### src/rtl/clkgen_reseq_pkg.sv
package clkgen_reseq_pkg;

  typedef enum logic [3:0] {
    ST_IDLE, ST_RD_MODE, ST_WR_SLOW, ST_PD_ON, ST_WR_M, ST_WR_PS,
    ST_WR_K, ST_PD_OFF, ST_RD_LOCK, ST_WAIT, ST_WR_NORM, ST_DONE
  } seq_state_e;

  // control word field layout (decoded by the register bank)
  localparam int M_W      = 10;
  localparam int P_W      = 6;
  localparam int S_W      = 3;
  localparam int K_W      = 16;
  localparam int S_LSB    = 6;
  localparam int PD_BIT   = 13;
  localparam int LOCK_BIT = 15;

  localparam int OFS_W0   = 0;
  localparam int OFS_W1   = 4;
  localparam int OFS_W2   = 8;
  localparam int OFS_STAT = 24;

  localparam logic [1:0] MODE_SLOW = 2'd0;
  localparam logic [1:0] MODE_NORM = 2'd1;

  function automatic logic [31:0] masked_wr(input logic [15:0] en, input logic [15:0] val);
    return {en, val & en};
  endfunction

endpackage

### src/rtl/reseq_poll.sv
module reseq_poll #(
  parameter int RETRIES  = 1000,
  parameter int POLL_CYC = 50,
  localparam int CNT_W   = $clog2(RETRIES + 1),
  localparam int WAIT_W  = $clog2(POLL_CYC + 1)
) (
  input  logic             clk,
  input  logic             rst_n,
  input  logic             clr,
  input  logic             poll_ack,
  input  logic             in_wait,
  output logic             wait_done,
  output logic             poll_last,
  output logic [CNT_W-1:0] poll_cnt
);

  logic [WAIT_W-1:0] wait_cnt;
  logic [WAIT_W-1:0] wait_cnt_d;
  logic [CNT_W-1:0]  poll_cnt_d;
  logic              poll_en;

  assign wait_done = in_wait && (wait_cnt == WAIT_W'(POLL_CYC - 1));
  assign poll_last = (poll_cnt == CNT_W'(RETRIES - 1));

  always_comb begin
    wait_cnt_d = in_wait ? wait_cnt + 1'b1 : '0;
    poll_en    = clr || poll_ack;
    poll_cnt_d = clr ? '0 : poll_cnt + 1'b1;
  end

  always_ff @(posedge clk or negedge rst_n) begin
    if (!rst_n) begin
      wait_cnt <= '0;
      poll_cnt <= '0;
    end else begin
      wait_cnt <= wait_cnt_d;
      if (poll_en) poll_cnt <= poll_cnt_d;
    end
  end

  p_wait_len_r7: assert property (@(posedge clk) disable iff (!rst_n)
    $fell(in_wait) |-> $past(wait_cnt) == WAIT_W'(POLL_CYC - 1));

  p_poll_bound_r6: assert property (@(posedge clk) disable iff (!rst_n)
    poll_cnt <= CNT_W'(RETRIES));

endmodule

### src/rtl/reseq_busfmt.sv
module reseq_busfmt
  import clkgen_reseq_pkg::*;
#(
  parameter int                ADDR_W    = 8,
  parameter logic [ADDR_W-1:0] BASE_ADDR = 'h40,
  parameter logic [ADDR_W-1:0] MODE_ADDR = 'h80,
  parameter int                MODE_LSB  = 0
) (
  input  seq_state_e        state,
  input  logic [M_W-1:0]    m_q,
  input  logic [P_W-1:0]    p_q,
  input  logic [S_W-1:0]    s_q,
  input  logic [K_W-1:0]    k_q,
  output logic              req,
  output logic              we,
  output logic [ADDR_W-1:0] addr,
  output logic [31:0]       wdata
);

  localparam logic [15:0] MODE_MSK = 16'(3) << MODE_LSB;
  localparam logic [15:0] PD_MSK   = 16'(1) << PD_BIT;
  localparam logic [15:0] M_MSK    = 16'((1 << M_W) - 1);
  localparam logic [15:0] PS_MSK   = 16'((1 << (S_LSB + S_W)) - 1);
  localparam logic [15:0] K_MSK    = 16'hFFFF;

  always_comb begin
    req   = 1'b1;
    we    = 1'b1;
    addr  = '0;
    wdata = '0;
    unique case (state)
      ST_RD_MODE: begin we = 1'b0; addr = MODE_ADDR; end
      ST_WR_SLOW: begin
        addr  = MODE_ADDR;
        wdata = masked_wr(MODE_MSK, 16'(MODE_SLOW) << MODE_LSB);
      end
      ST_PD_ON:   begin addr = BASE_ADDR + ADDR_W'(OFS_W1); wdata = masked_wr(PD_MSK, PD_MSK); end
      ST_WR_M:    begin addr = BASE_ADDR + ADDR_W'(OFS_W0); wdata = masked_wr(M_MSK, 16'(m_q)); end
      ST_WR_PS:   begin
        addr  = BASE_ADDR + ADDR_W'(OFS_W1);
        wdata = masked_wr(PS_MSK, (16'(s_q) << S_LSB) | 16'(p_q));
      end
      ST_WR_K:    begin addr = BASE_ADDR + ADDR_W'(OFS_W2); wdata = masked_wr(K_MSK, k_q); end
      ST_PD_OFF:  begin addr = BASE_ADDR + ADDR_W'(OFS_W1); wdata = masked_wr(PD_MSK, 16'h0000); end
      ST_RD_LOCK: begin we = 1'b0; addr = BASE_ADDR + ADDR_W'(OFS_STAT); end
      ST_WR_NORM: begin
        addr  = MODE_ADDR;
        wdata = masked_wr(MODE_MSK, 16'(MODE_NORM) << MODE_LSB);
      end
      default:    begin req = 1'b0; we = 1'b0; end
    endcase
  end

endmodule

### src/rtl/reseq_ctrl.sv
module reseq_ctrl
  import clkgen_reseq_pkg::*;
(
  input  logic           clk,
  input  logic           rst_n,
  input  logic           start,
  input  logic [M_W-1:0] m_in,
  input  logic [P_W-1:0] p_in,
  input  logic [S_W-1:0] s_in,
  input  logic [K_W-1:0] k_in,
  input  logic           bus_ack,
  input  logic           mode_norm,
  input  logic           lock_seen,
  input  logic           wait_done,
  input  logic           poll_last,
  output seq_state_e     state,
  output logic           switched,
  output logic [M_W-1:0] m_q,
  output logic [P_W-1:0] p_q,
  output logic [S_W-1:0] s_q,
  output logic [K_W-1:0] k_q,
  output logic           lock_timeout
);

  seq_state_e state_d;
  logic       accept;
  logic       sw_en;
  logic       sw_d;
  logic       to_set;
  logic       poll_end;

  assign accept   = (state == ST_IDLE) && start;
  assign poll_end = (state == ST_RD_LOCK) && bus_ack;
  assign sw_en    = accept || ((state == ST_RD_MODE) && bus_ack);
  assign sw_d     = (state == ST_RD_MODE) && mode_norm;
  assign to_set   = poll_end && !lock_seen && poll_last;

  always_comb begin
    state_d = state;
    unique case (state)
      ST_IDLE:    if (start)   state_d = ST_RD_MODE;
      ST_RD_MODE: if (bus_ack) state_d = mode_norm ? ST_WR_SLOW : ST_PD_ON;
      ST_WR_SLOW: if (bus_ack) state_d = ST_PD_ON;
      ST_PD_ON:   if (bus_ack) state_d = ST_WR_M;
      ST_WR_M:    if (bus_ack) state_d = ST_WR_PS;
      ST_WR_PS:   if (bus_ack) state_d = ST_WR_K;
      ST_WR_K:    if (bus_ack) state_d = ST_PD_OFF;
      ST_PD_OFF:  if (bus_ack) state_d = ST_RD_LOCK;
      ST_RD_LOCK: if (bus_ack) begin
        if (lock_seen || poll_last) state_d = switched ? ST_WR_NORM : ST_DONE;
        else                        state_d = ST_WAIT;
      end
      ST_WAIT:    if (wait_done) state_d = ST_RD_LOCK;
      ST_WR_NORM: if (bus_ack)   state_d = ST_DONE;
      ST_DONE:                   state_d = ST_IDLE;
      default:                   state_d = ST_IDLE;
    endcase
  end

  always_ff @(posedge clk or negedge rst_n) begin
    if (!rst_n) begin
      state        <= ST_IDLE;
      switched     <= 1'b0;
      lock_timeout <= 1'b0;
    end else begin
      state <= state_d;
      if (sw_en) switched <= sw_d;
      if (accept)      lock_timeout <= 1'b0;
      else if (to_set) lock_timeout <= 1'b1;
    end
  end

  always_ff @(posedge clk or negedge rst_n) begin
    if (!rst_n) begin
      m_q <= '0;
      p_q <= '0;
      s_q <= '0;
      k_q <= '0;
    end else if (accept) begin
      m_q <= m_in;
      p_q <= p_in;
      s_q <= s_in;
      k_q <= k_in;
    end
  end

  p_restore_needs_switch_r12: assert property (@(posedge clk) disable iff (!rst_n)
    (state == ST_WR_NORM) |-> switched);

  p_values_frozen_r8: assert property (@(posedge clk) disable iff (!rst_n)
    (state != ST_IDLE) |=> $stable(m_q) && $stable(p_q) && $stable(s_q) && $stable(k_q));

endmodule

### src/rtl/clkgen_reseq.sv
module clkgen_reseq
  import clkgen_reseq_pkg::*;
#(
  parameter int                ADDR_W    = 8,
  parameter logic [ADDR_W-1:0] BASE_ADDR = 'h40,
  parameter logic [ADDR_W-1:0] MODE_ADDR = 'h80,
  parameter int                MODE_LSB  = 0,
  parameter int                CLK_HZ    = 50_000_000,
  parameter int                RETRIES   = 1000
) (
  input  logic              clk,
  input  logic              rst_n,
  input  logic              start,
  input  logic [M_W-1:0]    m_val,
  input  logic [P_W-1:0]    p_val,
  input  logic [S_W-1:0]    s_val,
  input  logic [K_W-1:0]    k_val,
  output logic              busy,
  output logic              done,
  output logic              lock_timeout,
  output logic              bus_req,
  output logic              bus_we,
  output logic [ADDR_W-1:0] bus_addr,
  output logic [31:0]       bus_wdata,
  input  logic [31:0]       bus_rdata,
  input  logic              bus_ack
);

  localparam int POLL_RAW = CLK_HZ / 1_000_000;
  localparam int POLL_CYC = (POLL_RAW < 1) ? 1 : POLL_RAW;
  localparam int CNT_W    = $clog2(RETRIES + 1);

  logic [1:0]       rst_pipe;
  logic             rst_q_n;
  seq_state_e       state;
  logic             switched;
  logic [M_W-1:0]   m_q;
  logic [P_W-1:0]   p_q;
  logic [S_W-1:0]   s_q;
  logic [K_W-1:0]   k_q;
  logic             mode_norm;
  logic             lock_seen;
  logic             wait_done;
  logic             poll_last;
  logic [CNT_W-1:0] poll_cnt;
  logic             rdata_unused;

  // asynchronous assert, synchronous release
  always_ff @(posedge clk or negedge rst_n) begin
    if (!rst_n) rst_pipe <= 2'b00;
    else        rst_pipe <= {rst_pipe[0], 1'b1};
  end
  assign rst_q_n = rst_pipe[1];

  assign mode_norm    = (bus_rdata[MODE_LSB +: 2] == MODE_NORM);
  assign lock_seen    = bus_rdata[LOCK_BIT];
  assign rdata_unused = ^bus_rdata;
  assign busy         = (state != ST_IDLE);
  assign done         = (state == ST_DONE);

  reseq_ctrl u_ctrl (
    .clk          (clk),
    .rst_n        (rst_q_n),
    .start        (start),
    .m_in         (m_val),
    .p_in         (p_val),
    .s_in         (s_val),
    .k_in         (k_val),
    .bus_ack      (bus_ack),
    .mode_norm    (mode_norm),
    .lock_seen    (lock_seen),
    .wait_done    (wait_done),
    .poll_last    (poll_last),
    .state        (state),
    .switched     (switched),
    .m_q          (m_q),
    .p_q          (p_q),
    .s_q          (s_q),
    .k_q          (k_q),
    .lock_timeout (lock_timeout)
  );

  reseq_poll #(.RETRIES(RETRIES), .POLL_CYC(POLL_CYC)) u_poll (
    .clk       (clk),
    .rst_n     (rst_q_n),
    .clr       (state == ST_IDLE),
    .poll_ack  ((state == ST_RD_LOCK) && bus_ack),
    .in_wait   (state == ST_WAIT),
    .wait_done (wait_done),
    .poll_last (poll_last),
    .poll_cnt  (poll_cnt)
  );

  reseq_busfmt #(
    .ADDR_W(ADDR_W), .BASE_ADDR(BASE_ADDR), .MODE_ADDR(MODE_ADDR), .MODE_LSB(MODE_LSB)
  ) u_busfmt (
    .state (state),
    .m_q   (m_q),
    .p_q   (p_q),
    .s_q   (s_q),
    .k_q   (k_q),
    .req   (bus_req),
    .we    (bus_we),
    .addr  (bus_addr),
    .wdata (bus_wdata)
  );

  p_req_hold_r11: assert property (@(posedge clk) disable iff (!rst_q_n)
    bus_req && !bus_ack |=> bus_req && $stable(bus_addr) && $stable(bus_wdata) && $stable(bus_we));

  p_done_pulse_r9: assert property (@(posedge clk) disable iff (!rst_q_n)
    done |=> !done && !busy);

  p_timeout_full_r6: assert property (@(posedge clk) disable iff (!rst_q_n)
    $rose(lock_timeout) |-> poll_cnt == CNT_W'(RETRIES));

endmodule

### config.mk
export PLATFORM = sky130hd
export DESIGN_NAME = clkgen_reseq
export DESIGN_NICKNAME = d
export VERILOG_FILES = /design/src/rtl/clkgen_reseq_pkg.sv /design/src/rtl/reseq_poll.sv /design/src/rtl/reseq_busfmt.sv /design/src/rtl/reseq_ctrl.sv /design/src/rtl/clkgen_reseq.sv
export SDC_FILE = /design/constraint.sdc
export NUM_CORES = 1
export LEC_CHECK = 0
export BUFFER_PORTS_ARGS = -buffer_cell sky130_fd_sc_hd__buf_4
export CAP_MARGIN = 40
export CELL_PAD_IN_SITES_DETAIL_PLACEMENT = 1
export CELL_PAD_IN_SITES_GLOBAL_PLACEMENT = 1
export CORE_MARGIN = 1
export CORE_UTILIZATION = 37
export CTS_CLUSTER_DIAMETER = 100
export DETAILED_ROUTE_END_ITERATION = 6
export PLACE_DENSITY = 0.83
export SYNTH_ARGS = -nofsm -noshare
export SYNTH_HDL_FRONTEND = slang
export SYNTH_SLANG_ARGS = --single-unit
### constraint.sdc
create_clock -name clk -period 2.4 [get_ports clk]
set_clock_uncertainty 0.1 [all_clocks]
set_input_delay 0.36 -clock clk [delete_from_list [all_inputs] [get_ports clk]]
set_output_delay 0.36 -clock clk [all_outputs]
set_load 0.01 [all_outputs]
* After elaboration in Yosys (flattened, before gate mapping)
Cells that the tools add are included.
W data, S select, Z words.
** Word-level totals
- Output and inout bits :: 45
- Flip-flop bits (word level) :: 59
- Input port bits :: 71
- Word-level logic and storage cells :: 80
** Operators by class
- Reductions and logical operators :: 19
- Equal/unequal tests :: 25
- Mux-type cells :: 23
- Bitwise logic cells :: 1
- $add $sub $neg :: 2
** Operators by type and width (number)
- $pmux W32 S7 :: 1
- $mux W4 :: 12
- $pmux W4 S11 :: 1
- $pmux W8 S5 :: 1
- $ne A2 B2 Y1 const B :: 11
- $eq A4 B3 Y1 const B :: 4
- $eq A4 B4 Y1 const B :: 4
- $reduce_and A11 Y1 :: 1
- $add A10 B1 Y10 const B :: 1
- $eq A10 B10 Y1 const B :: 1
- $mux W10 :: 1
- $or A9 B6 Y9 :: 1
- $reduce_or A9 Y1 :: 1
- $eq A4 B2 Y1 const B :: 2
- $logic_and A1 B1 Y1 :: 7
- $reduce_or A7 Y1 :: 1
- $add A6 B1 Y6 const B :: 1
- $eq A6 B6 Y1 const B :: 1
- $mux W1 :: 6
- $mux W6 :: 1
- $reduce_or A3 Y1 :: 2
- $eq A4 B1 Y1 const B :: 1
- $logic_not A4 Y1 :: 1
- $reduce_bool A4 Y1 :: 1
- 4 further kinds :: 6

* Depth between registers and ports, before layout
Gate-level depths: netlist of the first run.
- Depth after elaboration :: 6
- Gate-level depth with buffers :: 6
- Depth with buffers taken out :: 5

* Modules after synthesis
A second synthesis of the first run with hierarchy kept.
** Second synthesis, totals
- Cell total of the unflattened synthesis :: 301
- Area total of the unflattened synthesis :: 3439.5 µm²
** Modules (own cells, without submodules)
- reseq_ctrl :: area an instance 1888.1 µm², cells an instance 121, sequential area each 1026.0 µm², instances 1
- reseq_poll :: area an instance 812.0 µm², cells an instance 76, sequential area each 400.4 µm², instances 1
- reseq_busfmt :: area an instance 614.3 µm², cells an instance 93, sequential area each 0.0 µm², instances 1
- clkgen_reseq :: area an instance 125.1 µm², cells an instance 11, sequential area each 50.0 µm², instances 1

* Least setup slack after synthesis of the first run
Ideal clock, no wire load.
- Kind :: reg2reg
- Start point :: register u_ctrl.state[0]
- End point :: register u_poll.poll_cnt[9]
- Stages on the path, launching flop included :: 6
- Arrival time :: 2.061 ns
- Path buffers :: 1
- Period minus slack after synthesis :: 2.239 ns
- Required time :: 2.222 ns
- Setup slack :: 0.161 ns
- Setup time :: 0.078 ns
- Path through :: dfrtp_1 > or4b_1 > buf_2 > or3_4 > or4_1 > a21oi_1
** Between the ends
- Longest elaborated chain between the ends :: 3
- Elaborated cells on any way between the ends :: 5
- Classes of those cells :: eq/ne: 1; mux: 1; reduce/logical: 3
** RTL lines
- start, declared :: RTL line reseq_ctrl.sv:16 : output seq_state_e state,
- start signal, assigned :: RTL line reseq_ctrl.sv:66 : state <= state_d;
- $eq A4 B4 Y1 :: RTL line clkgen_reseq.sv:87 : .poll_ack ((state == ST_RD_LOCK) && bus_ack),
- $logic_and A1 B1 Y1 :: RTL line clkgen_reseq.sv:87
- $logic_or A1 B1 Y1 :: RTL line reseq_poll.sv:27 : poll_en = clr || poll_ack;
- end signal, assigned :: RTL line reseq_poll.sv:37 : if (poll_en) poll_cnt <= poll_cnt_d;
- end, declared :: RTL line reseq_poll.sv:14 : output logic [CNT_W-1:0] poll_cnt
Several ways; a longest one is shown, not always the timed one.
A chain may end at the register's enable or synchronous reset.

* Final worst setup path of the first run
- Start point :: register u_ctrl.state[3]
- End point :: output port bus_wdata[0]
** Between the ends
- Longest elaborated chain between the ends :: 2
- Elaborated cells on any way between the ends :: 8
- Classes of those cells :: eq/ne: 7; mux: 1
** RTL lines
- $eq A4 B4 Y1 (tied with other cells) :: RTL line reseq_busfmt.sv:31 : unique case (state)
- $pmux W32 S7 * :: RTL line reseq_busfmt.sv:31
- end, declared :: RTL line clkgen_reseq.sv:24 : output logic [31:0] bus_wdata,
Mark *: on every way between the ends. The rest lies on a longest branch, timed or not.

==> out/metrics.csv, run 1 <==
metric;value;unit
Final Worst Setup Slack;118;ps
Post-Syn Area;0.00305;mm2
post-synth top area share;0.483;
Max Fclk;0.438;GHz
dominant cell by count in the synthesized netlist;dfrtp_1;
DR WL met2;4140;um
post-CTS setup buffers;0;
initial antenna violation count;0;
share of cells above drive strength 1;0.429;
Unique masters post-synth;47;
Placed Cells;460;
# DRC;0;
Filler Cells Inserted;902;
CP Capture Type;primary output;
Int Power;3.05;mW
status;completed;
metal3 WL;525;um
CTS tree;built;
Slew @ Worst Pin;747;ps
setup TNS;0;ps
number of max-cap violations;0;
Initial Util;0.389;
Top Metal Used;met4;
Layout area overhead;30.3;%
switching power;1.88;mW
H-tree levels;3;
clock-pin slew on the worst setup and hold paths;80;ps
DRT Pass-1 Iters;4;
port bufs;83;
kind of start point of the critical path;register;
Core Box Area;0.00785;mm2
sequential power share;0.317;
Hold Violations, Final;0;
gr usage total;0.194;
setup violation total in the final timing report;0;
largest net degree at the start of global routing;58;
Synth top cells by count;59 x dfrtp_1, 37 x mux2_2, 36 x nor2_1;
Layout Cells excl Fill;477;
Post-DP Area;0.00376;mm2
Worst VDD drop;0.516;mV
gpl congestion;0.769;
Slew Limit Fails;0;
fraction of registers with async set/reset;1.00;
Ys Warns;0;
largest area contributor in the netlist;dfrtp_1;
Vias/cell;5.18;
n_diodes;0;
Avg Cell Area, Syn;10.5;um2
area of the multi-input gates;0.00141;mm2
final wirelength;7900;um
Cells after Synth;290;
gr ovfl total;0;
row count;32;
Period Utilization, post-route;0.951;
Longest Clk Path Bufs;2;
First DRT Iteration DRCs;118;
fin crit period;2280;ps
vias;2473;
Seq/Total Area, Yosys;0.483;
EDFF count, synth;0;
M1 wire length;3140;um
Power Density;1240;mW/mm2
CP max FO;16;
total power;4.94;mW
Max-slew headroom;0.502;
FF/Latch Area;0.00148;mm2
Pleak;1.87;nW
WP data required;1940;ps
Finished Cell Area;0.00398;mm2
worst skew pair latency;340;ps
number of global-route vias before repair;2608;
FF+latch count, synth;59;
Post-Place Worst Slack;225;ps
Die W;92.9;um
Synth area leaders;dfrtp_1 48%, mux2_2 14%, nor2_1 4.4%;
HPWL Detailed;5500;um
die area;0.00862;mm2
Final Net Count;444;
Arr. time, crit path;1820;ps
post-route antenna net violation count;0;
sw frac;0.382;
Tightest Hold Check Type;input port to register;
count of boundary I/O pins;116;
first-pass GRT wire length;12900;um
CTS buffer count;9;
RSZ-0062 raised after global routing;no;
Avg WL per Cell;16.6;um
Clock Power Share;0.173;
Die H;92.9;um
Logic pwr share;0.509;
CTS root buf;clkbuf_8;
WS Path Type;register to primary output;
clock sink total;59;
Most used DFF post-synth;dfrtp_1;
[worst paths after layout]
path                                        startpoint                             end  slack (ps)  depth (start not counted)
min                                           m_val[3]       u_ctrl.m_q[3]$_DFFE_PN0P_         140                          2
max in group asynchronous        rst_pipe[1]$_DFF_PN0_       u_ctrl.p_q[1]$_DFFE_PN0P_        1400                          1
max reg2reg                u_ctrl.state[1]$_DFFE_PN0P_  u_poll.poll_cnt[9]$_DFFE_PN0P_         230                          4
min in group asynchronous                        rst_n           rst_pipe[1]$_DFF_PN0_         230                          2
max                        u_ctrl.state[3]$_DFFE_PN0P_                    bus_wdata[0]         120                          7
min reg2reg                      rst_pipe[0]$_DFF_PN0_           rst_pipe[1]$_DFF_PN0_         250                          0
[flip-flops by register name, indices dropped and copies added (netlist names)]
signal / count
u_ctrl.k_q: 16
u_ctrl.m_q: 10
u_poll.poll_cnt: 10
u_ctrl.p_q: 6
u_poll.wait_cnt: 6
u_ctrl.state: 4
u_ctrl.s_q: 3
rst_pipe: 2
u_ctrl.lock_timeout: 1
u_ctrl.switched: 1
[routing by layer]
| metal | up-vias | GRT usage |
|---|---|---|
| met2 | 73 | 0.335 |
| met1 | 1247 | 0.228 |
| li1 | 1145 | - |
| met4 | 0 | 0.0500 |
| met5 | - | 0 |
| met3 | 8 | 0.0690 |
[worst max-delay path, stage by stage, from the launching register on]
cell and delay (ps):
dfrtp_1 390, buf_4 190, nand2b_4 160, buf_6 150, nor3b_1 200, a21oi_1 60
o22ai_1 170, buf_4 160
[kinds of logic after synthesis]
| kind of cell | after synthesis | share of synthesized area |
|---|---|---|
| buffers and inverters | 37 | 0.0631 |
| and+or+nand+nor | 96 | 0.166 |
| DFF | 59 | 0.483 |
| adders and majority gates | 3 | 0.0123 |
| other | 2 | 0.00246 |
| AOI/OAI and AO/OA | 37 | 0.0783 |
| xor gates and xnor gates | 10 | 0.0287 |
| muxes | 46 | 0.166 |
[final cells by class]
class                   count  area share
repair buffers             97       0.189
flip-flops and latches     59       0.371
clock inverters             6      0.0123
inverters                   7     0.00660
multi-input cells         196       0.354
clock buffers              10      0.0346
well taps                 102      0.0321
[through the flow]
stage	util	hold WS, ps
after global placement	0.479	42.5
final	0.507	137
after global routing	0.507	125
after floorplan	-	-35.6
after CTS	0.505	123
after detailed placement	0.479	44.0
[timing repair]
action                                 4_1_cts  5_1_grt
setup endpoints to repair                    6       10
pin swaps                                    0        0
hold buffers                                 1        0
resized for setup                            2        6
endpoints found under the hold margin        2        0
[power groups by stage]
stage	clock network [mW]	logic, mW	registers [mW]
6_report	0.856	2.51	1.57
5_1_grt	0.912	2.74	1.61
4_1_cts	0.883	2.51	1.56
3_5_place_dp	0	2.47	1.58
3_3_place_gp	0	2.39	1.56
2_1_floorplan	0	1.58	1.55
[cells in the final DEF, fill, tap and decap left out, types with 2 or more instances in the layout]
cell        count
mux2i_1         9
nor2_1         35
o31a_1          2
inv_6           2
nand2_1         8
clkbuf_8       10
nand4_1         3
nand3_1         8
clkinvlp_4      3
ha_1            3
or3_1           2
inv_1           6
o21ai_0         3
xor2_1          2
nor2b_1         4
nand2b_1        5
nor4_1          6
mux2_2         37
o22ai_1         3
buf_6           2
buf_4          93
xnor2_1         8
a41o_1          2
or2_2           2
nor3_1          2
conb_1          4
and3_1          6
a21oi_1        15
a31o_2          3
dfrtp_1        58
nor3b_1         3
(Power assumes the default switching activity.)
==> run 2, diff against run 1 <==
Settings changed: REMOVE_ABC_BUFFERS set to 1.
==> run 2 against run 1 <==
Net effect: sequential cell count is the same; via count grew 0.65%; non-clock buffer count up 2.
==> out/metrics.csv, run 2 (synthesized netlist as in run 1, its figures left out) <==
metric;value;unit;change
status;completed;;
share of cells above drive strength 1;0.435;;+0.00568
Slew @ Worst Pin;619;ps;-128 ps
Layout area overhead;33.1;%;
setup TNS;0;ps;unchanged
die area;0.00862;mm2;unchanged
Clock Power Share;0.213;;+0.040
reg2reg end;u_poll.poll_cnt[9]$_DFFE_PN0P_;;
post-CTS setup buffers;0;;unchanged
gr ovfl total;0;;unchanged
Power Density;1290;mW/mm2;+4.1%
number of max-cap violations;0;;unchanged
clock sink total;59;;unchanged
switching power;1.89;mW;about the same
min-delay src;p_val[5];;
top flop regs;u_ctrl.k_q (16), u_ctrl.m_q (10), u_poll.poll_cnt (10);;
n_diodes;0;;unchanged
kind of start point of the critical path;register;;
WS Path Type;register to primary output;;
vias;2489;;+0.65%
Longest Clk Path Bufs;2;;unchanged
Arr. time, crit path;1860;ps;+40 ps
setup violation total in the final timing report;0;;unchanged
Max-slew headroom;0.587;;+0.0856
most frequent cells in the layout;94 x buf_4, 58 x dfrtp_1, 37 x mux2_2;;
Vias/cell;5.20;;+0.23%
path depth of the worst reg2reg path;4;;unchanged
Filler Cells Inserted;920;;+2.0%
number of flip-flops in the largest register;16;;unchanged
CP max FO;21;;+5
post-route antenna net violation count;0;;unchanged
area of the multi-input gates;0.00142;mm2;+0.53%
Die W;92.9;um;unchanged
Post-DP Area;0.00377;mm2;+0.40%
Hold WS;141;ps;+3.81 ps
CTS tree;built;;
clock-pin slew on the worst setup and hold paths;70;ps;about the same
Core Box Area;0.00785;mm2;unchanged
port bufs;83;;unchanged
largest net degree at the start of global routing;34;;-41%
worst skew pair latency;350;ps;about the same
CTS buffer count;9;;unchanged
leading cell type in the layout, fill and taps excluded;buf_4;;
H-tree levels;3;;unchanged
# DRC;0;;unchanged
first-pass GRT wire length;13700;um;+6.3%
First DRT Iteration DRCs;64;;-46%
Worst VDD drop;0.696;mV;+35%
HPWL Detailed;5770;um;+5.0%
Max Fclk;0.430;GHz;-1.8%
Initial Util;0.389;;unchanged
DRT Pass-1 Iters;4;;unchanged
Int Power;3.36;mW;+10%
Pleak;1.92;nW;+2.4%
final core utilization;0.518;;+0.0108
sequential power share;0.303;;-0.014
final wirelength;8230;um;+4.1%
Hold Violations, Final;0;;unchanged
Hold Crit Depth;2;;unchanged
FF/Latch Area;0.00148;mm2;unchanged
RSZ-0062 raised after global routing;no;;
gr usage total;0.209;;+0.0144
CTS root buf;clkbuf_8;;
WHS Endpoint;u_ctrl.p_q[5]$_DFFE_PN0P_;;
Logic pwr share;0.484;;-0.025
Tightest Hold Check Type;input port to register;;
WP data required;1940;ps;about the same
Final Net Count;446;;+0.45%
Period Utilization, post-route;0.968;;+0.0173
Post-Place Worst Slack;191;ps;-34.4 ps
worst r2r src;u_ctrl.state[1]$_DFFE_PN0P_;;
Final Worst Setup Slack;76.5;ps;-41.6 ps
count of boundary I/O pins;116;;unchanged
sw frac;0.360;;-0.0224
gpl congestion;0.745;;-3.1%
initial antenna violation count;0;;unchanged
Slew Limit Fails;0;;unchanged
Biggest register;u_ctrl.k_q;;
r2r setup slk;120;ps;-110 ps
row count;32;;unchanged
Die H;92.9;um;unchanged
Avg WL per Cell;17.2;um;+3.7%
number of global-route vias before repair;2798;;+7.3%
Finished Cell Area;0.00406;mm2;+2.1%
fin crit period;2320;ps;+41.6 ps
CP Capture Type;primary output;;
-- run 2: changes by cell type in the layout (fill, tap and decap cells not counted), moves of 2 or more --
cell,delta
bufinv_16,+3
clkinv_2,+2
clkinvlp_4,-3
inv_6,-2
-- run 2: worst max path at each step --
stage | slack [ps] | start | depth (start not counted) | end
2_1_floorplan | -1160 | u_ctrl.state[1]$_DFFE_PN0P_ | 3 | u_ctrl.k_q[0]$_DFFE_PN0P_
3_3_place_gp | 280 | u_ctrl.state[0]$_DFFE_PN0P_ | 4 | u_poll.poll_cnt[9]$_DFFE_PN0P_
3_5_place_dp | 190 | u_ctrl.state[0]$_DFFE_PN0P_ | 4 | u_poll.poll_cnt[9]$_DFFE_PN0P_
4_1_cts | 10 | u_ctrl.state[0]$_DFFE_PN0P_ | 5 | busy
5_1_grt | 10 | u_ctrl.state[1]$_DFFE_PN0P_ | 5 | bus_addr[7]
6_report | 80 | u_ctrl.state[1]$_DFFE_PN0P_ | 5 | bus_addr[7]
-- run 2: routing by layer --
layer / up-vias / global-route usage / routed length, um
li1: 1152 / - / -
met1: 1252 / 0.224 / 3220
met2: 65 / 0.382 / 4400
met3: 20 / 0.0460 / 369
met4: 0 / 0.104 / 241
met5: - / 0 / 0
-- run 2: power by group through the flow --
stage | clock network, mW | logic (mW) | registers [mW]
global route | 1.17 | 2.75 | 1.63
floorplan | 0 | 1.27 | 1.65
finish | 1.12 | 2.54 | 1.59
CTS | 1.14 | 2.52 | 1.59
global placement | 0 | 2.37 | 1.56
detailed placement | 0 | 2.45 | 1.60
-- run 2: per-stage QoR --
step                total power [mW]  cells
global placement                3.92    462
floorplan                       2.92    262
global route                    5.56    479
finish                          5.25    479
CTS                             5.25    479
detailed placement              4.05    462
-- run 2: cell type report --
| type | instances | share of cell area |
|---|---|---|
| Timing Repair Buffer | 99 | 0.190 |
| Inverter | 7 | 0.00647 |
| Clock buffer | 11 | 0.0348 |
| Clock inverter | 5 | 0.0246 |
| Sequential cell | 59 | 0.364 |
| Tap cell | 102 | 0.0314 |
| Multi-Input combinational cell | 196 | 0.349 |
-- run 2: repair_timing --
item                                    in CTS  in global routing
endpoints found under the setup margin       3                 14
pin swaps                                    0                  0
resized for setup                            4                  8
hold endpoints to repair                     2                  0
hold buffers                                 1                  0
-- run 2: critical path, cell delays in order (launching register included) --
cell	delay [ps]
dfrtp_1	400
buf_6	160
buf_8	170
or3b_2	500
a21oi_2	150
buf_4	140
